### config.mk
export PLATFORM = sky130hd
export DESIGN_NAME = pwrup_rst_seq
export DESIGN_NICKNAME = d
export VERILOG_FILES = /design/src/rtl/prs_pkg.sv /design/src/rtl/prs_timer.sv /design/src/rtl/prs_poll_ctr.sv /design/src/rtl/prs_out_decode.sv /design/src/rtl/pwrup_rst_seq.sv
export SDC_FILE = /design/constraint.sdc
export NUM_CORES = 1
export LEC_CHECK = 0
export BUFFER_PORTS_ARGS = -buffer_cell sky130_fd_sc_hd__buf_2
export CAP_MARGIN = 0
export CORE_AREA = 5 5 86 72
export DETAILED_ROUTE_END_ITERATION = 8
export DIE_AREA = 0 0 91 77
export GPL_TIMING_DRIVEN = 0
export PLACE_DENSITY = 0.71
export SETUP_SLACK_MARGIN = 0.4
export SYNTH_ARGS = -nofsm -noshare
export SYNTH_HDL_FRONTEND = slang
export SYNTH_SLANG_ARGS = --single-unit
export TNS_END_PERCENT = 100
### constraint.sdc
create_clock -name clk -period 3.22 [get_ports clk]
set_clock_uncertainty 0.15 [all_clocks]
set_input_delay 0.161 -clock clk [delete_from_list [all_inputs] [get_ports clk]]
set_output_delay 0.161 -clock clk [all_outputs]
set_load 0.03 [all_outputs]
### src/rtl/prs_pkg.sv
package prs_pkg;

    typedef enum logic [3:0] {
        ST_IDLE,
        ST_SUPPLY,
        ST_PHYCLK,
        ST_BUSCLK,
        ST_CORECLK,
        ST_PDREL,
        ST_SETTLE,
        ST_EPHOLD,
        ST_EPREL,
        ST_PHYREL,
        ST_POLL,
        ST_GAP,
        ST_SOFTREL,
        ST_FIN,
        ST_UP,
        ST_DOWN
    } prs_state_e;

    typedef enum logic [1:0] {
        VAR_PLAIN   = 2'd0,
        VAR_PHYRST  = 2'd1,
        VAR_SOFTRST = 2'd2,
        VAR_PLLWAIT = 2'd3
    } prs_variant_e;

    typedef struct packed {
        logic supply;
        logic phy_clk;
        logic bus_clk;
        logic core_clk;
        logic phy_pd;
        logic ref_clk;
        logic ep_assert;
        logic phy_rst;
        logic core_srst;
        logic busy;
        logic done;
        logic up;
    } prs_out_t;

    function automatic int prs_max(input int a, input int b);
        return (a > b) ? a : b;
    endfunction

endpackage

### src/rtl/prs_timer.sv
module prs_timer #(
    parameter int W = 8
) (
    input  logic         clk,
    input  logic         rst_n,
    input  logic         load,
    input  logic [W-1:0] load_val,
    output logic         zero
);

    logic [W-1:0] cnt;

    always_ff @(posedge clk or negedge rst_n) begin
        if (!rst_n) begin
            cnt <= '0;
        end else if (load) begin
            cnt <= load_val;
        end else if (cnt != '0) begin
            cnt <= cnt - 1'b1;
        end
    end

    assign zero = (cnt == '0);

    // Step timing of R2/R3/R4 relies on a steady one-per-cycle countdown.
    assert_timer_step_R4: assert property (@(posedge clk) disable iff (!rst_n)
        (!load && cnt != '0) |=> (cnt == $past(cnt) - 1'b1));

endmodule

### src/rtl/prs_poll_ctr.sv
module prs_poll_ctr #(
    parameter int POLL_MAX = 4
) (
    input  logic clk,
    input  logic rst_n,
    input  logic clear,
    input  logic incr,
    output logic last
);

    localparam int PW = $clog2(POLL_MAX + 1);

    logic [PW-1:0] cnt;

    always_ff @(posedge clk or negedge rst_n) begin
        if (!rst_n) begin
            cnt <= '0;
        end else if (clear) begin
            cnt <= '0;
        end else if (incr) begin
            cnt <= cnt + 1'b1;
        end
    end

    assign last = (cnt == PW'(POLL_MAX - 1));

    // Failed samples never exceed the bound.
    assert_poll_bound_R9: assert property (@(posedge clk) disable iff (!rst_n)
        cnt < PW'(POLL_MAX));

endmodule

### src/rtl/prs_out_decode.sv
module prs_out_decode
    import prs_pkg::*;
(
    input  prs_state_e state,
    output prs_out_t   outs
);

    always_comb begin
        outs = '{supply: 1'b0, phy_clk: 1'b0, bus_clk: 1'b0, core_clk: 1'b0,
                 phy_pd: 1'b1, ref_clk: 1'b0, ep_assert: 1'b1, phy_rst: 1'b1,
                 core_srst: 1'b1, busy: 1'b0, done: 1'b0, up: 1'b0};
        unique case (state)
            ST_IDLE: begin
            end
            ST_SUPPLY: begin
                outs.supply = 1'b1;
                outs.busy   = 1'b1;
            end
            ST_PHYCLK: begin
                outs.supply  = 1'b1;
                outs.phy_clk = 1'b1;
                outs.busy    = 1'b1;
            end
            ST_BUSCLK: begin
                outs.supply  = 1'b1;
                outs.phy_clk = 1'b1;
                outs.bus_clk = 1'b1;
                outs.busy    = 1'b1;
            end
            ST_CORECLK: begin
                outs.supply   = 1'b1;
                outs.phy_clk  = 1'b1;
                outs.bus_clk  = 1'b1;
                outs.core_clk = 1'b1;
                outs.busy     = 1'b1;
            end
            ST_PDREL: begin
                outs.supply   = 1'b1;
                outs.phy_clk  = 1'b1;
                outs.bus_clk  = 1'b1;
                outs.core_clk = 1'b1;
                outs.phy_pd   = 1'b0;
                outs.busy     = 1'b1;
            end
            ST_SETTLE, ST_EPHOLD: begin
                outs.supply   = 1'b1;
                outs.phy_clk  = 1'b1;
                outs.bus_clk  = 1'b1;
                outs.core_clk = 1'b1;
                outs.phy_pd   = 1'b0;
                outs.ref_clk  = 1'b1;
                outs.busy     = 1'b1;
            end
            ST_EPREL: begin
                outs.supply    = 1'b1;
                outs.phy_clk   = 1'b1;
                outs.bus_clk   = 1'b1;
                outs.core_clk  = 1'b1;
                outs.phy_pd    = 1'b0;
                outs.ref_clk   = 1'b1;
                outs.ep_assert = 1'b0;
                outs.busy      = 1'b1;
            end
            ST_PHYREL, ST_POLL, ST_GAP: begin
                outs.supply    = 1'b1;
                outs.phy_clk   = 1'b1;
                outs.bus_clk   = 1'b1;
                outs.core_clk  = 1'b1;
                outs.phy_pd    = 1'b0;
                outs.ref_clk   = 1'b1;
                outs.ep_assert = 1'b0;
                outs.phy_rst   = 1'b0;
                outs.busy      = 1'b1;
            end
            ST_SOFTREL: begin
                outs.supply    = 1'b1;
                outs.phy_clk   = 1'b1;
                outs.bus_clk   = 1'b1;
                outs.core_clk  = 1'b1;
                outs.phy_pd    = 1'b0;
                outs.ref_clk   = 1'b1;
                outs.ep_assert = 1'b0;
                outs.core_srst = 1'b0;
                outs.busy      = 1'b1;
            end
            ST_FIN, ST_UP: begin
                outs.supply    = 1'b1;
                outs.phy_clk   = 1'b1;
                outs.bus_clk   = 1'b1;
                outs.core_clk  = 1'b1;
                outs.phy_pd    = 1'b0;
                outs.ref_clk   = 1'b1;
                outs.ep_assert = 1'b0;
                outs.phy_rst   = 1'b0;
                outs.core_srst = 1'b0;
                outs.up        = 1'b1;
                outs.done      = (state == ST_FIN);
            end
            ST_DOWN: begin
                outs.supply = 1'b1;
                outs.busy   = 1'b1;
            end
        endcase
    end

endmodule

### src/rtl/pwrup_rst_seq.sv
module pwrup_rst_seq
    import prs_pkg::*;
#(
    parameter int SUPPLY_CYC = 100,
    parameter int PD2REF_CYC = 1000,
    parameter int SETTLE_CYC = 30000,
    parameter int EPRST_CYC  = 10000000,
    parameter int GAP_CYC    = 10000,
    parameter int POLL_MAX   = 2000,
    parameter int SOFT_CYC   = 30000
) (
    input  logic       clk,
    input  logic       rst_n,
    input  logic       start_i,
    input  logic       shutdown_i,
    input  logic       pll_lock_i,
    input  logic       ep_pol_i,
    input  logic [1:0] variant_i,
    output logic       supply_en_o,
    output logic       phy_clk_en_o,
    output logic       bus_clk_en_o,
    output logic       core_clk_en_o,
    output logic       phy_pd_o,
    output logic       ref_clk_en_o,
    output logic       ep_rst_o,
    output logic       phy_rst_o,
    output logic       core_srst_o,
    output logic       busy_o,
    output logic       done_o,
    output logic       up_o,
    output logic       lock_to_o
);

    localparam int LONGEST = prs_max(prs_max(prs_max(SUPPLY_CYC, PD2REF_CYC),
                                             prs_max(SETTLE_CYC, EPRST_CYC)),
                                     prs_max(GAP_CYC, SOFT_CYC));
    localparam int TW = $clog2(LONGEST + 1);

    prs_state_e   state_q, state_d;
    prs_variant_e var_q;
    logic         lock_to_q;
    logic         tmr_zero;
    logic         tmr_load;
    logic [TW-1:0] tmr_val;
    logic         poll_last;
    logic         poll_clear;
    logic         poll_incr;
    prs_out_t     outs;

    // Next-state selection
    always_comb begin
        state_d = state_q;
        if (shutdown_i && state_q != ST_IDLE && state_q != ST_DOWN) begin
            state_d = ST_DOWN;
        end else begin
            unique case (state_q)
                ST_IDLE:    if (start_i && !shutdown_i) state_d = ST_SUPPLY;
                ST_SUPPLY:  if (tmr_zero) state_d = ST_PHYCLK;
                ST_PHYCLK:  state_d = ST_BUSCLK;
                ST_BUSCLK:  state_d = ST_CORECLK;
                ST_CORECLK: state_d = ST_PDREL;
                ST_PDREL:   if (tmr_zero) state_d = ST_SETTLE;
                ST_SETTLE:  if (tmr_zero) state_d = ST_EPHOLD;
                ST_EPHOLD:  if (tmr_zero) state_d = ST_EPREL;
                ST_EPREL: begin
                    unique case (var_q)
                        VAR_PLAIN:   state_d = ST_FIN;
                        VAR_PHYRST:  state_d = ST_PHYREL;
                        VAR_SOFTRST: state_d = ST_SOFTREL;
                        VAR_PLLWAIT: state_d = ST_PHYREL;
                    endcase
                end
                ST_PHYREL:  state_d = (var_q == VAR_PLLWAIT) ? ST_POLL : ST_FIN;
                ST_POLL: begin
                    if (pll_lock_i || poll_last) state_d = ST_FIN;
                    else                         state_d = ST_GAP;
                end
                ST_GAP:     if (tmr_zero) state_d = ST_POLL;
                ST_SOFTREL: if (tmr_zero) state_d = ST_FIN;
                ST_FIN:     state_d = ST_UP;
                ST_UP:      state_d = ST_UP;
                ST_DOWN:    state_d = ST_IDLE;
            endcase
        end
    end

    // Timer reload on every state change, with the dwell of the state entered
    always_comb begin
        tmr_load = (state_d != state_q);
        unique case (state_d)
            ST_SUPPLY:  tmr_val = TW'(SUPPLY_CYC - 1);
            ST_PDREL:   tmr_val = TW'(PD2REF_CYC - 1);
            ST_SETTLE:  tmr_val = TW'(SETTLE_CYC - 1);
            ST_EPHOLD:  tmr_val = TW'(EPRST_CYC - 1);
            ST_GAP:     tmr_val = TW'(GAP_CYC - 1);
            ST_SOFTREL: tmr_val = TW'(SOFT_CYC - 1);
            default:    tmr_val = '0;
        endcase
    end

    assign poll_clear = (state_q == ST_EPREL);
    assign poll_incr  = (state_q == ST_POLL) && (state_d == ST_GAP);

    prs_timer #(.W(TW)) u_timer (
        .clk      (clk),
        .rst_n    (rst_n),
        .load     (tmr_load),
        .load_val (tmr_val),
        .zero     (tmr_zero)
    );

    prs_poll_ctr #(.POLL_MAX(POLL_MAX)) u_poll (
        .clk   (clk),
        .rst_n (rst_n),
        .clear (poll_clear),
        .incr  (poll_incr),
        .last  (poll_last)
    );

    // State register, captured variant and timeout flag
    always_ff @(posedge clk or negedge rst_n) begin
        if (!rst_n) begin
            state_q   <= ST_IDLE;
            var_q     <= VAR_PLAIN;
            lock_to_q <= 1'b0;
        end else begin
            state_q <= state_d;
            if (state_q == ST_IDLE && state_d == ST_SUPPLY) begin
                var_q     <= prs_variant_e'(variant_i);
                lock_to_q <= 1'b0;
            end else if (state_q == ST_POLL && state_d == ST_FIN && !pll_lock_i) begin
                lock_to_q <= 1'b1;
            end
        end
    end

    prs_out_decode u_dec (
        .state (state_q),
        .outs  (outs)
    );

    assign supply_en_o   = outs.supply;
    assign phy_clk_en_o  = outs.phy_clk;
    assign bus_clk_en_o  = outs.bus_clk;
    assign core_clk_en_o = outs.core_clk;
    assign phy_pd_o      = outs.phy_pd;
    assign ref_clk_en_o  = outs.ref_clk;
    assign ep_rst_o      = outs.ep_assert ? ep_pol_i : ~ep_pol_i;
    assign phy_rst_o     = outs.phy_rst;
    assign core_srst_o   = outs.core_srst;
    assign busy_o        = outs.busy;
    assign done_o        = outs.done;
    assign up_o          = outs.up;
    assign lock_to_o     = lock_to_q;

    // clocks enabled strictly in order
    assert_clk_order_R2: assert property (@(posedge clk) disable iff (!rst_n)
        (bus_clk_en_o |-> phy_clk_en_o) and (core_clk_en_o |-> bus_clk_en_o));

    // reference clock only with the PHY powered up
    assert_ref_needs_pwr_R3: assert property (@(posedge clk) disable iff (!rst_n)
        ref_clk_en_o |-> !phy_pd_o);

    // endpoint released only with the reference clock running
    assert_ep_after_ref_R4: assert property (@(posedge clk) disable iff (!rst_n)
        (ep_rst_o != ep_pol_i) |-> ref_clk_en_o);

    // done is a single-cycle pulse, never together with busy
    assert_done_pulse_R10: assert property (@(posedge clk) disable iff (!rst_n)
        done_o |=> !done_o);
    assert_done_not_busy_R10: assert property (@(posedge clk) disable iff (!rst_n)
        !(done_o && busy_o));

    // supply drops only after clocks and reference clock are already off
    assert_supply_last_R12: assert property (@(posedge clk) disable iff (!rst_n)
        $fell(supply_en_o) |-> $past(!ref_clk_en_o && !phy_clk_en_o));

    // captured variant stays put while the sequence runs
    assert_var_held_R13: assert property (@(posedge clk) disable iff (!rst_n)
        (state_q != ST_IDLE && $past(state_q) != ST_IDLE) |-> $stable(var_q));

endmodule

# After elaboration in Yosys (flattened, before gate mapping)
# Cells that the tools add are included.
# totals
regBits	42
elab_cells	97
output_inout_bits	13
in_bits	8
# classes
mux	30
eq_ne	28
reduce_logical	31
n_addsub	2
n_bitwise	1
# op_table
operator	n
24-bit one-hot mux with 5 select lines	1
4-bit one-hot mux with 15 select lines	1
24-bit 2-to-1 mux	2
4-bit == test, second input constant	11
4-bit 2-to-1 mux	8
4-bit by 3-bit == test with 1-bit output, second input constant	7
13-bit OR reduction	2
24-bit zero test	1
24-bit nonzero test	1
24-bit by 1-bit subtractor with 24-bit output, second input constant	1
11-bit 2-to-1 mux	2
15-bit OR reduction	1
1-bit 2-to-1 mux	12
4-bit one-hot mux with 3 select lines	1
12-bit OR reduction	1
11-bit by 1-bit adder with 11-bit output, second input constant	1
11-bit == test, second input constant	1
11-bit OR reduction	1
10-bit OR reduction	1
9-bit OR reduction	1
4-bit by 1-bit == test with 1-bit output, second input constant	2
4-bit by 2-bit == test with 1-bit output, second input constant	2
1-bit logical AND	7
7-bit OR reduction	1
other kinds (16)	23

# Longest topological paths before layout
# Gate-level depths: netlist (run 1).
# depth
word_depth	10
ltp_mapped	12
depth_no_buf	10

# Cells and area by module
# A second synthesis (run 1) with hierarchy kept.
# unflattened
cells_unflattened	360
hier_area_um2	3225.6
# modules_own_cells
mod	area_per_inst_um2	seq_area_each_um2	cells_per_inst	instances
prs_timer	1506.4	600.6	164	1
pwrup_rst_seq	1012.2	175.2	113	1
prs_poll_ctr	561.8	275.3	58	1
prs_out_decode	145.1	0.0	25	1

# Least setup slack after synthesis (run 1)
# OpenSTA, ideal clock, no wires.
# synth_path
kind	register -> register
startpoint	register state_q[0]
endpoint	register u_timer.cnt[12]
period_less_slack_ns	2.910
setup_time_ns	0.129
arrival_ns	2.631
slack_ns	0.310
stages_incl_launch_ff	13
path_buffers	3
required_time_ns	2.941
path_cell_list	dfrtp_1 > buf_2 > nor4_4 > inv_2 > nor3b_1 > or3_1 > a211oi_1 > a21oi_1 > or4b_4 > buf_6 > buf_2 > o21ai_0 > o31ai_1
# synth_between
elab_chain_len	8
word_cells_on_any_way	41
cone_classes	eq/ne: 23; mux: 11; reduce/logical: 7
# synth_rtl
element	line	rtl
start, declared	pwrup_rst_seq.sv:39	prs_state_e state_q, state_d;
start signal, assigned	pwrup_rst_seq.sv:127	state_q <= state_d;
4-bit == test / 4-bit nonzero test (equally long branches)	pwrup_rst_seq.sv:56, pwrup_rst_seq.sv:53	
2-bit OR reduction (no source line) / 1-bit logical AND (equally long branches)	-	
4-bit one-hot mux with 15 select lines / 1-bit logical AND (equally long branches)	pwrup_rst_seq.sv:56, pwrup_rst_seq.sv:53	
4-bit 2-to-1 mux	pwrup_rst_seq.sv:53	if (shutdown_i && state_q != ST_IDLE && state_q != ST_DOWN) begin
4-bit == test / 4-bit by 3-bit == test with 1-bit output (equally long branches)	pwrup_rst_seq.sv:90	unique case (state_d)
2-bit OR reduction (no source line)	-	
24-bit one-hot mux with 5 select lines	pwrup_rst_seq.sv:90	
24-bit 2-to-1 mux	prs_timer.sv:16	end else if (load) begin
end signal, assigned	prs_timer.sv:17	cnt <= load_val;
end signal, assigned	prs_timer.sv:19	cnt <= cnt - 1'b1;
end, declared	prs_timer.sv:11	logic [W-1:0] cnt;
# Parallel ways exist; a longest one is shown, timed or not.
# A chain may end at the register's enable or synchronous reset.

# Final worst setup path (run 1)
# layout_path
startpoint	register u_timer.cnt[15]
endpoint	register u_timer.cnt[0]
# layout_between
elab_chain_len	8
word_cells_on_any_way	21
cone_classes	eq/ne: 7; mux: 10; reduce/logical: 4
# layout_rtl
element	line	rtl
24-bit zero test	prs_timer.sv:23	assign zero = (cnt == '0);
4-bit 2-to-1 mux (tied with other cells)	pwrup_rst_seq.sv:79	ST_SOFTREL: if (tmr_zero) state_d = ST_FIN;
4-bit one-hot mux with 15 select lines	pwrup_rst_seq.sv:56	unique case (state_q)
4-bit 2-to-1 mux	pwrup_rst_seq.sv:53	
4-bit == test / 4-bit by 3-bit == test with 1-bit output (equally long branches)	pwrup_rst_seq.sv:90	
2-bit OR reduction (no source line)	-	
24-bit one-hot mux with 5 select lines	pwrup_rst_seq.sv:90	
24-bit 2-to-1 mux	prs_timer.sv:16	
# Parallel ways exist; a longest one is shown, timed or not.

==> impl_results.md, run 1 <==
- Outcome: completed
- Area of the die: 0.00701 sq mm
- Antenna diodes: 0
- Post-route ant nets: 0
- Hold endpoint: lock_to_o
- Synth-to-layout area growth: 39.9%
- DRC: 0
- Post-placement cell area: 0.00298 sq mm
- Worst skew pair latency: around 0.31 ns
- Max-cap viol count: 0
- Max-slew violations: 0
- R2R Path End: u_timer.cnt[0]
- Worst Max-Slew Pin Slew: 0.962 ns
- Relative slew slack: 35.9%
- Largest net degree at the start of global routing: 43
- Post-synthesis cell type count: 55
- Remaining Overflow, GRT: 0
- RR Startpoint: u_timer.cnt[15]
- DR vias/cell: ~6.3
- Final Cycle Share: 97.4%
- Layout cell share with drive strength beyond 1: between 30% and 40%
- Standard-cell rows: 24
- Port Buf Inserts: 20
- P_sw: ~2400 uW
- CP arrival: 3.24 ns
- Min Tclk post-route: 3.14 ns
- RSZ-0062 raised after global routing: yes
- Primary FF master, synth: dfrtp_1
- HPWL Detailed: 4770 microns
- Initial Util: about 53%
- Nets: between 300 and 400
- Sw Ratio: 49.0%
- Crit end category: register
- CP Max Fanout: 4
- Post-Layout Inst Area: 0.00388 sq mm
- Number of flops mapped to enable cells by yosys: 0
- WL final: 8690 microns
- Async set-reset flop share out of synthesis: 100%
- Vias in the first global route: 2515
- Static Leakage: ~0.0017 uW
- Final setup violation count: 0
- Worst r2r path cells: 9
- GRT Total Usage: approximately a fifth
- CTS HTree Levels: 2
- Worst Hold Launch: pll_lock_i
- Reg2reg setup slack: 0.08 ns
- Critical path type: register to register
- Max Root-Sink Buffers: 2
- Synth Warn #: 0
- CTS Buf Count: 5
- Mapped Area: 0.00278 sq mm
- Syn_nets: 330
- Gate power share: between 70% and 80%
- Final Hold Fails: 0
- Placeable Area: 0.00526 sq mm
- Hold Path Class: input pin to register
- CTS tree: yes
- Int Pwr: 2450 uW
- Vias after detailed routing: approximately 2800
- Flop pwr share: 17.9%
- Initial DRC count: 242
- Crit path launch type: register
- Routed wire per std cell: between 15 and 20 microns
- Drt first pass iters: 5
- Ports: 21
- Synthesis-stage register bit count: 42
- Clock Tree Root: clkbuf_8
- CP Data Required Time: 3.32 ns
- Max Clk Rate: between 300 and 400 MHz
- Worst Hold Path Cells: 4
- Wire length of the first global-routing pass: 12100 microns
- Sequential fraction of the synthesis area: ~38%
- Worst setup margin: 0.0834 ns
- Initial antenna violation count: 0
- Syn Area/Cell: between 8 and 9 sq um
- Die width: 91 microns
- Die Y-Extent: a little under 80 microns
- PwrDens: 1240 mW/mm^2
- Clock transition at path regs: 0.09 ns
- Util after Layout: 73.9%
- Clk pwr share: 10.9%
- Clock sink count: 42
- Mapped Cells: 319
- GPL Wtd Cong: 0.887
- Dpl ws: -0.0280 ns
- Peak supply drop: roughly 0.8 mV
## worst max path at each step
| stage | depth (start not counted) | start | end |
|---|---|---|---|
| 3_3_place_gp | 9 | u_timer.cnt[9] | u_timer.cnt[8] |
| 5_1_grt | 10 | u_timer.cnt[16] | u_timer.cnt[3] |
| 3_5_place_dp | 8 | u_timer.cnt[9] | u_poll.cnt[10] |
| 4_1_cts | 9 | u_timer.cnt[15] | u_timer.cnt[8] |
| 2_1_floorplan | 11 | state_q[3] | u_timer.cnt[12] |
| 6_report | 9 | u_timer.cnt[15] | u_timer.cnt[0] |
## Yosys cell counts (2+ instances only)
cell type  count  area (sq um)
and2_1         2          12.5
or4_4          2          22.5
nor3b_1        3          22.5
a21o_1         3          22.5
nand4bb_1      2          22.5
nand2_1       29           109
nor2_1        40           150
xor2_1         8          70.1
o2111ai_1      2          17.5
and3_1         2          12.5
o31ai_1        5          37.5
nor4_4         2          42.5
clkbuf_1       6          22.5
nand2b_1       7          43.8
buf_2          4          20.0
xnor2_1       24           210
a21oi_1       17          85.1
nand4_1        4          25.0
o21a_1         3          22.5
nor4_1         9          56.3
dfrtp_1       42          1050
nand3_1        8          40.0
nor2b_1        3          18.8
inv_1         11          41.3
nor3_1        20           100
nand3b_1       2          15.0
a31oi_1        5          31.3
o21ai_0       14          70.1
buf_6          3          33.8
mux2i_1        2          20.0
ha_1           3          37.5
a2111oi_0      2          17.5
or4_1          4          30.0
or3_1          4          25.0
a32oi_1        2          17.5
## layout make-up
| class | count | area (sq um) |
|---|---|---|
| inverters | 12 | 45.0 |
| well taps | 65 | 81.3 |
| plain buffers | 14 | 118 |
| multi-input cells | 251 | 2020 |
| repair buffers | 54 | 425 |
| clock buffers | 5 | 68.8 |
| fillers | 340 | 1370 |
| flip-flops and latches | 42 | 1050 |
| clock inverters | 3 | 68.8 |
## cell families (layout without fill, tap and decap cells)
| group | after synthesis | count (layout) | share of synthesized area (%) |
|---|---|---|---|
| simple gates | 152 | 152 | 30.4 |
| fa+ha+maj | 3 | 3 | 1.35 |
| xor+xnor | 32 | 32 | 10.1 |
| buf+inv | 26 | 88 | 4.51 |
| compound gates | 62 | 62 | 15.1 |
| flops | 42 | 42 | 37.9 |
| mux | 2 | 2 | 0.721 |
## state kept, by name (all words and copies together) (netlist names)
name / flops
lock_to_o: 1
var_q: 2
u_timer.cnt: 24
state_q: 4
u_poll.cnt: 11
## critical path, cell delays in order (launching register included)
cell	delay (ns)
dfrtp_1	0.41
or4_4	0.55
or4_4	0.50
buf_6	0.16
o41ai_4	0.27
buf_4	0.23
xor2_4	0.12
or3_4	0.43
nand4_4	0.11
o21a_1	0.15
## what timing repair did
| action | in CTS | in global routing |
|---|---|---|
| pin swaps | 14 | 25 |
| cloned | 1 | 2 |
| hold buffers | 3 | 0 |
| buffers inserted | 14 | 14 |
| gates resized for setup | 40 | 59 |
| endpoints found under the hold margin | 44 | 0 |
| endpoints found under the setup margin | 36 | 36 |
## layout by cell type (no fill, tap or decap), drive strengths merged, types with 3 or more instances in the layout
master / instances
dfrtp: 42
nor2b: 3
or4: 6
o21ai: 14
a31oi: 5
a21oi: 17
nand2b: 7
clkbuf: 12
inv: 12
nand2: 29
xor2: 8
o21a: 3
or3: 5
nor3: 20
nor2: 41
a21o: 3
nand3: 8
dlygate4sd3: 3
buf: 58
o31ai: 5
nor3b: 3
ha: 3
xnor2: 24
nor4: 12
nand4: 5
## through the flow
step,cells,power [uW],hold WS [ns],TNS [ns]
after floorplan,319,2590,-0.285,0
after global placement,404,3040,0.203,0
after detailed placement,404,3090,0.207,-0.0460
after CTS,430,3980,0.201,0
after global routing,446,5070,0.250,0
final,446,4810,0.237,0
## per-layer routing
metal  track usage (%)  vias to the layer above  wire (microns)
li1                  -                     1267               -
met1              29.6                     1334            3610
met2              31.4                      151            4210
met3              4.21                       40             605
met4              7.04                        0             263
met5                 0                        -               0
## power by group through the flow
stage	combinational, uW	sequential [uW]	clock [uW]
2_1_floorplan	1780	812	0
3_3_place_gp	2210	827	0
3_5_place_dp	2250	836	0
4_1_cts	2620	834	521
5_1_grt	3650	873	555
6_report	3430	860	525
Note: power is estimated with default switching activity, not from simulation.
==> run 2, diff against run 1 <==
- CORE_AREA: 5 5 86 72 -> 2 2 111 92
- DIE_AREA: 0 0 91 77 -> 0 0 113 94
- PLACE_DENSITY: 0.71 -> 0.44
==> run 2 against run 1 <==
  * The flow now finishes with violations (design-rule violations)
  * Via count down 8.3%
  * Global-route usage down 5.3 points
  * Design area up 2.4%
  * Fmax up 4.1%
  * Hold slack better by 0.11 ns
  * Die area up 52%
  * Largest cell class unchanged
  * Largest power group unchanged
==> impl_results.md, run 2 (synthesis results as in run 1) <==
- RR Startpoint: u_timer.cnt[15] (unchanged)
- Worst setup margin: 0.208 ns (was 0.0834 ns)
- RSZ-0062 raised after global routing: yes (unchanged)
- Post-route insts no fill: 496 (was 446)
- CTS tree: yes (unchanged)
- Standard-cell rows: 32 (was 24)
- Post-Place Cells: 458 (was 404)
- Reg2reg setup slack: 0.21 ns (was 0.08 ns)
- Biggest regs: u_timer.cnt x24, u_poll.cnt x11, state_q x4 (unchanged)
- PwrDens: 1190 mW/mm^2 (was 1240 mW/mm^2)
- Util after Layout: 42.1% (was 73.9%)
- HPWL Detailed: 5310 microns (was 4770 microns)
- GRT Total Usage: 15.5% (was 20.8%)
- Crit path launch type: register (unchanged)
- Die width: 113 microns (was 91 microns)
- R2R Path End: u_timer.cnt[1] (was u_timer.cnt[0])
- Critical path launch point: u_timer.cnt[15] (unchanged)
- Area of the die: 0.0106 sq mm (was 0.00701 sq mm)
- Worst path max stage delay: 0.55 ns (about the same)
- Worst skew pair latency: 0.29 ns (was 0.31 ns)
- Drt first pass iters: 6 (was 5)
- Clock Tree Root: clkbuf_16 (was clkbuf_8)
- Hold endpoint: lock_to_o (unchanged)
- Max Clk Rate: 332 MHz (was 319 MHz)
- Initial antenna violation count: 0 (unchanged)
- Max-slew violations: 0 (unchanged)
- Initial DRC count: 109 (was 242)
- Worst Hold Launch: lock_to_o (was pll_lock_i)
- Min Tclk post-route: 3.01 ns (was 3.14 ns)
- CP arrival: 3.09 ns (was 3.24 ns)
- DR vias/cell: 5.16 (was 6.26)
- CP cell instances: or4_4, or4_4, buf_6, nor4_4, a221oi_4, xor2_2, or3_4, nand4_2, o21a_1 (was or4_4, or4_4, buf_6, o41ai_4, buf_4, xor2_4, or3_4, nand4_4, o21a_1)
- Cell repeated most along the worst path: or4_4 (unchanged)
- Initial Util: 29.4% (was 52.8%)
- Commonest non-fill, non-tap cells in the layout: dfrtp_1 (40), nor2_1 (30), nand2_1 (27) (was dfrtp_1 (41), nor2_1 (37), nand2_1 (27))
- Dpl ws: -0.196 ns (was -0.0280 ns)
- Max FFs per register: 24 (unchanged)
- Power Total: 4730 uW (was 4810 uW)
- CTS Buf Count: 5 (unchanged)
- WL final: 8210 microns (was 8690 microns)
- Worst r2r path cells: 9 (unchanged)
- Routed wire per std cell: 16.6 microns (was 19.5 microns)
- Hold WS: 0.348 ns (was 0.237 ns)
- Outcome: complete, but fails checks (was completed)
- Vias in the first global route: 2457 (was 2515)
- Hold Path Class: register to register (was input pin to register)
- Antenna diodes: 0 (unchanged)
- Largest net degree at the start of global routing: 43 (unchanged)
- Relative slew slack: 33.3% (was 35.9%)
- Failing checks: design-rule violations
- Synth-to-layout area growth: 43.3% (was 39.9%)
- Final Hold Fails: 0 (unchanged)
- Peak supply drop: 0.343 mV (was 0.821 mV)
- DRC: 3 (was 0)
- Placeable Area: 0.00945 sq mm (was 0.00526 sq mm)
- CP Data Required Time: 3.30 ns (was 3.32 ns)
- GPL Wtd Cong: 0.784 (was 0.887)
- Port Buf Inserts: 20 (unchanged)
- Nets: 387 (was 391)
- Wire length of the first global-routing pass: 13000 microns (was 12100 microns)
- Slowest-stage cell, CP: or4_4 (unchanged)
- FILL cells: 942 (was 340)
- Most common cell after layout, fill and taps aside: dfrtp_1 (unchanged)
- Final Cycle Share: 93.5% (was 97.4%)
- Clock sink count: 42 (unchanged)
- Final setup violation count: 0 (unchanged)
- Max Root-Sink Buffers: 2 (unchanged)
- Post-route ant nets: 0 (unchanged)
- CTS HTree Levels: 2 (unchanged)
- Clock transition at path regs: 0.07 ns (was 0.09 ns)
- Static Leakage: 0.00168 uW (about the same)
- Worst Hold Path Cells: 1 (was 4)
- Die Y-Extent: 94 microns (was 77 microns)
- Ports: 21 (unchanged)
- Max-cap viol count: 0 (unchanged)
- Worst Max-Slew Pin Slew: 1.00 ns (was 0.962 ns)
- Crit end category: register (unchanged)
- Critical path type: register to register (unchanged)
- Vias after detailed routing: 2561 (was 2792)
- Layout cell share with drive strength beyond 1: 37.1% (was 35.2%)
- Largest Register: u_timer.cnt (unchanged)
- Remaining Overflow, GRT: 0 (unchanged)
- CP Max Fanout: 4 (unchanged)
run 2: cell types whose count changed in the layout (fill, tap and decap cells not counted), moves of 4 or more:
cell	previous run	this run
buf_6	11	4
clkbuf_8	5	0
clkbuf_16	2	7
o21ai_0	5	9
o21ai_2	5	1
nor2_1	37	30
nor2_4	2	7
run 2: power breakdown:
part | internal, uW | leakage, uW | switching, uW
sequential | 688 | 0.000555 | 156
clock | 288 | 0.0000740 | 225
combinational | 1470 | 0.00105 | 1910
run 2: worst max path at each step:
stage,to,cells after the start,slack [ns]
2_1_floorplan,u_timer.cnt[12],11,0.38
3_3_place_gp,u_timer.cnt[23],8,-0.17
3_5_place_dp,u_poll.cnt[9],8,-0.20
4_1_cts,u_timer.cnt[1],9,0.22
5_1_grt,u_timer.cnt[5],10,0.09
6_report,u_timer.cnt[1],9,0.21
run 2: metrics by stage:
stage | instance area, sq um | setup TNS [ns]
final | 3980 | 0
after global routing | 3980 | 0
after CTS | 3510 | 0
after detailed placement | 3050 | -2.01
after global placement | 3050 | -1.92
after floorplan | 2800 | 0
run 2: metal layers:
metal | part of all wire, % | GRT usage (%) | up-vias
li1 | - | - | 1268
met1 | 52 | 23.4 | 1258
met2 | 44 | 21.9 | 26
met3 | 2.6 | 2.97 | 9
met4 | 1.6 | 5.18 | 0
met5 | 0 | 0 | -
run 2: layout make-up:
cell class,instances,area [sq um],share of cell area (%)
clock inverters,3,18.8,0.472
clock buffers,5,125,3.14
flip-flops and latches,42,1050,26.5
inverters,12,45.0,1.13
plain buffers,14,131,3.30
repair buffers,50,395,9.94
multi-input cells,251,2060,51.8
well taps,119,149,3.74
run 2: critical path: cells and delay by family, from the launching register on:
family	cells	cell delay [ns]
simple gates	5	1.77
flops	1	0.38
compound gates	2	0.27
xor+xnor	1	0.23
buf+inv	1	0.16
run 2: what timing repair did:
item | in CTS | in global routing
pin swaps | 11 | 28
buffers inserted | 14 | 10
gates resized for setup | 39 | 72
endpoints found under the hold margin | 44 | 0
setup endpoints to repair | 36 | 36
cloned | 1 | 2
hold buffers | 3 | 0
==> run 3, diff against run 2 <==
- CELL_PAD_IN_SITES_DETAIL_PLACEMENT: default -> 0
- CELL_PAD_IN_SITES_GLOBAL_PLACEMENT: default -> 1
- PLACE_DENSITY: 0.44 -> 0.54
==> run 3 against run 2 <==
  * Global-route usage is 0.60 points higher
  * The flow still finishes with violations (design-rule violations)
  * Power is 1.0% higher
  * Clock-buffer cell count is the same
==> impl_results.md, run 3 (synthesis results as in run 1) <==
- Sw Ratio: 45.9% (was 48.3%)
- PwrDens: 1210 mW/mm^2 (was 1190 mW/mm^2)
- Initial Util: 29.4% (unchanged)
- Biggest regs: u_timer.cnt x24, u_poll.cnt x11, state_q x4 (unchanged)
- Worst Max-Slew Pin Slew: 1.02 ns (was 1.00 ns)
- Vias in the first global route: 2463 (was 2457)
- CP Data Required Time: 3.30 ns (about the same)
- Worst path max stage delay: 0.56 ns (was 0.55 ns)
- Final setup violation count: 0 (unchanged)
- Commonest non-fill, non-tap cells in the layout: dfrtp_1 (40), nor2_1 (36), nand2_1 (28) (was dfrtp_1 (40), nor2_1 (30), nand2_1 (27))
- Failing checks: design-rule violations (unchanged)
- Antenna diodes: 0 (unchanged)
- Max Clk Rate: 329 MHz (was 332 MHz)
- Die Y-Extent: 94 microns (unchanged)
- Clock sink count: 42 (unchanged)
- RSZ-0062 raised after global routing: yes (unchanged)
- Post-route ant nets: 0 (unchanged)
- Largest net degree at the start of global routing: 43 (unchanged)
- GRT Total Usage: 16.1% (was 15.5%)
- WL final: 8280 microns (was 8210 microns)
- Hold WS: 0.239 ns (was 0.348 ns)
- Max-slew violations: 0 (unchanged)
- Worst skew pair latency: 0.29 ns (about the same)
- Post-placement cell area: 0.00305 sq mm (unchanged)
- Crit end category: register (unchanged)
- Outcome: complete, but fails checks (unchanged)
- HPWL Detailed: 5490 microns (was 5310 microns)
- Drt first pass iters: 6 (unchanged)
- Power Total: 4780 uW (was 4730 uW)
- Min Tclk post-route: 3.04 ns (was 3.01 ns)
- Max Root-Sink Buffers: 2 (unchanged)
- Most common cell after layout, fill and taps aside: dfrtp_1 (unchanged)
- Static Leakage: 0.00165 uW (was 0.00168 uW)
- P_sw: 2190 uW (was 2290 uW)
- Largest Register: u_timer.cnt (unchanged)
- Crit path max-delay family: simple AND/OR/NAND/NOR gates (unchanged)
- CTS HTree Levels: 2 (unchanged)
- Storage cell area: 0.00105 sq mm (unchanged)
- GR Layer Usage met1: 25.2% (was 23.4%)
- Max FFs per register: 24 (unchanged)
- DRC: 3 (unchanged)
- Vias after detailed routing: 2586 (was 2561)
- CP Max Fanout: 5 (was 4)
- Standard-cell rows: 32 (unchanged)
- Post-Place Cells: 458 (unchanged)
- CTS tree: yes (unchanged)
- Worst path buffer plus inverter count: 1 (unchanged)
- Hold Path Class: input pin to register (was register to register)
- Layout cell share with drive strength beyond 1: 33.9% (was 37.1%)
- Multi-input logic area: 0.00196 sq mm (was 0.00206 sq mm)
- Int Pwr: 2590 uW (was 2450 uW)
- GPL Wtd Cong: 0.825 (was 0.784)
- CP arrival: 3.12 ns (was 3.09 ns)
- Met3 global-route usage: 2.77% (was 2.97%)
- Flop pwr share: 17.6% (was 17.8%)
- Placeable Area: 0.00945 sq mm (unchanged)
- Die width: 113 microns (unchanged)
- Clock Tree Root: clkbuf_16 (unchanged)
- Wire length of the first global-routing pass: 13400 microns (was 13000 microns)
- Nets: 390 (was 387)
- Cell repeated most along the worst path: or4_4 (unchanged)
- Initial antenna violation count: 0 (unchanged)
- Port Buf Inserts: 20 (unchanged)
- Post-route insts no fill: 499 (was 496)
- Final Hold Fails: 0 (unchanged)
- Relative slew slack: 31.9% (was 33.3%)
- Gate power share: 68.3% (was 71.4%)
- Remaining Overflow, GRT: 0 (unchanged)
- Clock transition at path regs: 0.07 ns (about the same)
- FILL cells: 959 (was 942)
- Critical path type: register to register (unchanged)
- CP cell instances: or4_4, or4_4, buf_8, nor4_4, a221oi_4, xor2_2, or3_4, nand4_4, o21a_1 (was or4_4, or4_4, buf_6, nor4_4, a221oi_4, xor2_2, or3_4, nand4_2, o21a_1)
- Initial DRC count: 143 (was 109)
- CTS Buf Count: 5 (unchanged)
- Slowest-stage cell, CP: or4_4 (unchanged)
- Peak supply drop: 0.400 mV (was 0.343 mV)
- Clk pwr share: 14.1% (was 10.8%)
- Max-cap viol count: 0 (unchanged)
- GR Util met2: 22.7% (was 21.9%)
- Area of the die: 0.0106 sq mm (unchanged)
- DR vias/cell: 5.18 (was 5.16)
- Ports: 21 (unchanged)
- Final TNS setup: 0 ns (unchanged)
- Crit path launch type: register (unchanged)
- Busiest layer in global routing: met1 (unchanged)
- Final Cycle Share: 94.3% (was 93.5%)
- Post-Layout Inst Area: 0.00396 sq mm (was 0.00398 sq mm)
- Routed wire per std cell: 16.6 microns (about the same)
- Synth-to-layout area growth: 42.5% (was 43.3%)
-- run 3: changes by cell type in the layout (fill, tap and decap cells not counted), sizes merged --
| cell | before | now |
|---|---|---|
| buf | 54 | 57 |
| bufinv | 0 | 2 |
| bufbuf | 0 | 1 |
| clkbuf | 12 | 11 |
| clkinv | 2 | 1 |
| inv | 13 | 12 |
-- run 3: power groups by stage --
stage / registers [uW] / clock network, uW / logic, uW
final: 842 / 674 / 3270
after global routing: 863 / 715 / 3550
after CTS: 826 / 696 / 2780
after detailed placement: 837 / 0 / 2320
after global placement: 834 / 0 / 2330
after floorplan: 812 / 0 / 1780
-- run 3: final cells by class --
type,count,share of cell area (%)
Inverter,12,1.14
Tap cell,119,3.76
Multi-Input combinational cell,251,49.6
Timing Repair Buffer,53,10.8
Clock buffer,5,3.16
Buffer,14,3.16
Clock inverter,3,1.74
Sequential cell,42,26.6
-- run 3: timing repair --
action	in CTS	in global routing
setup endpoints to repair	36	36
hold buffers	3	0
pin swaps	10	17
gates resized for setup	29	56
hold endpoints to repair	44	0
gates cloned	2	0
buffers inserted	16	12
-- run 3: stage by stage --
step	setup slack [ns]	utilization, %
finish	0.184	41.9
global route	0.0529	41.9
detailed placement	-0.197	32.3
CTS	0.228	37.9
global placement	-0.189	32.3
floorplan	0.377	-
-- run 3: layer usage --
metal  share of wire (%)  vias up
li1                    -     1268
met1                  54     1277
met2                  43       34
met3                 2.6        7
met4                0.94        0
met5                   0        -
-- run 3: worst paths after layout --
| path | slack, ns | startpoint | end | cells past startpoint |
|---|---|---|---|---|
| max in group asynchronous | 1.78 | rst_n | state_q[1] | 2 |
| worst min register to register | 0.36 | lock_to_o | lock_to_o | 1 |
| worst min-delay path | 0.24 | shutdown_i | var_q[0] | 5 |
| min in group asynchronous | 0.43 | rst_n | u_timer.cnt[18] | 2 |
| worst max register to register | 0.18 | u_timer.cnt[14] | u_timer.cnt[0] | 9 |
| worst max-delay path | 0.18 | u_timer.cnt[14] | u_timer.cnt[0] | 9 |
-- run 3: worst reg2reg max path: cells and delay by family (launching register included) --
family	cells	cell delay (ns)
AND/OR/NAND/NOR	5	1.77
flip-flops	1	0.39
XOR/XNOR	1	0.23
buffers and inverters	1	0.16
AO/OA/AOI/OAI	2	0.27
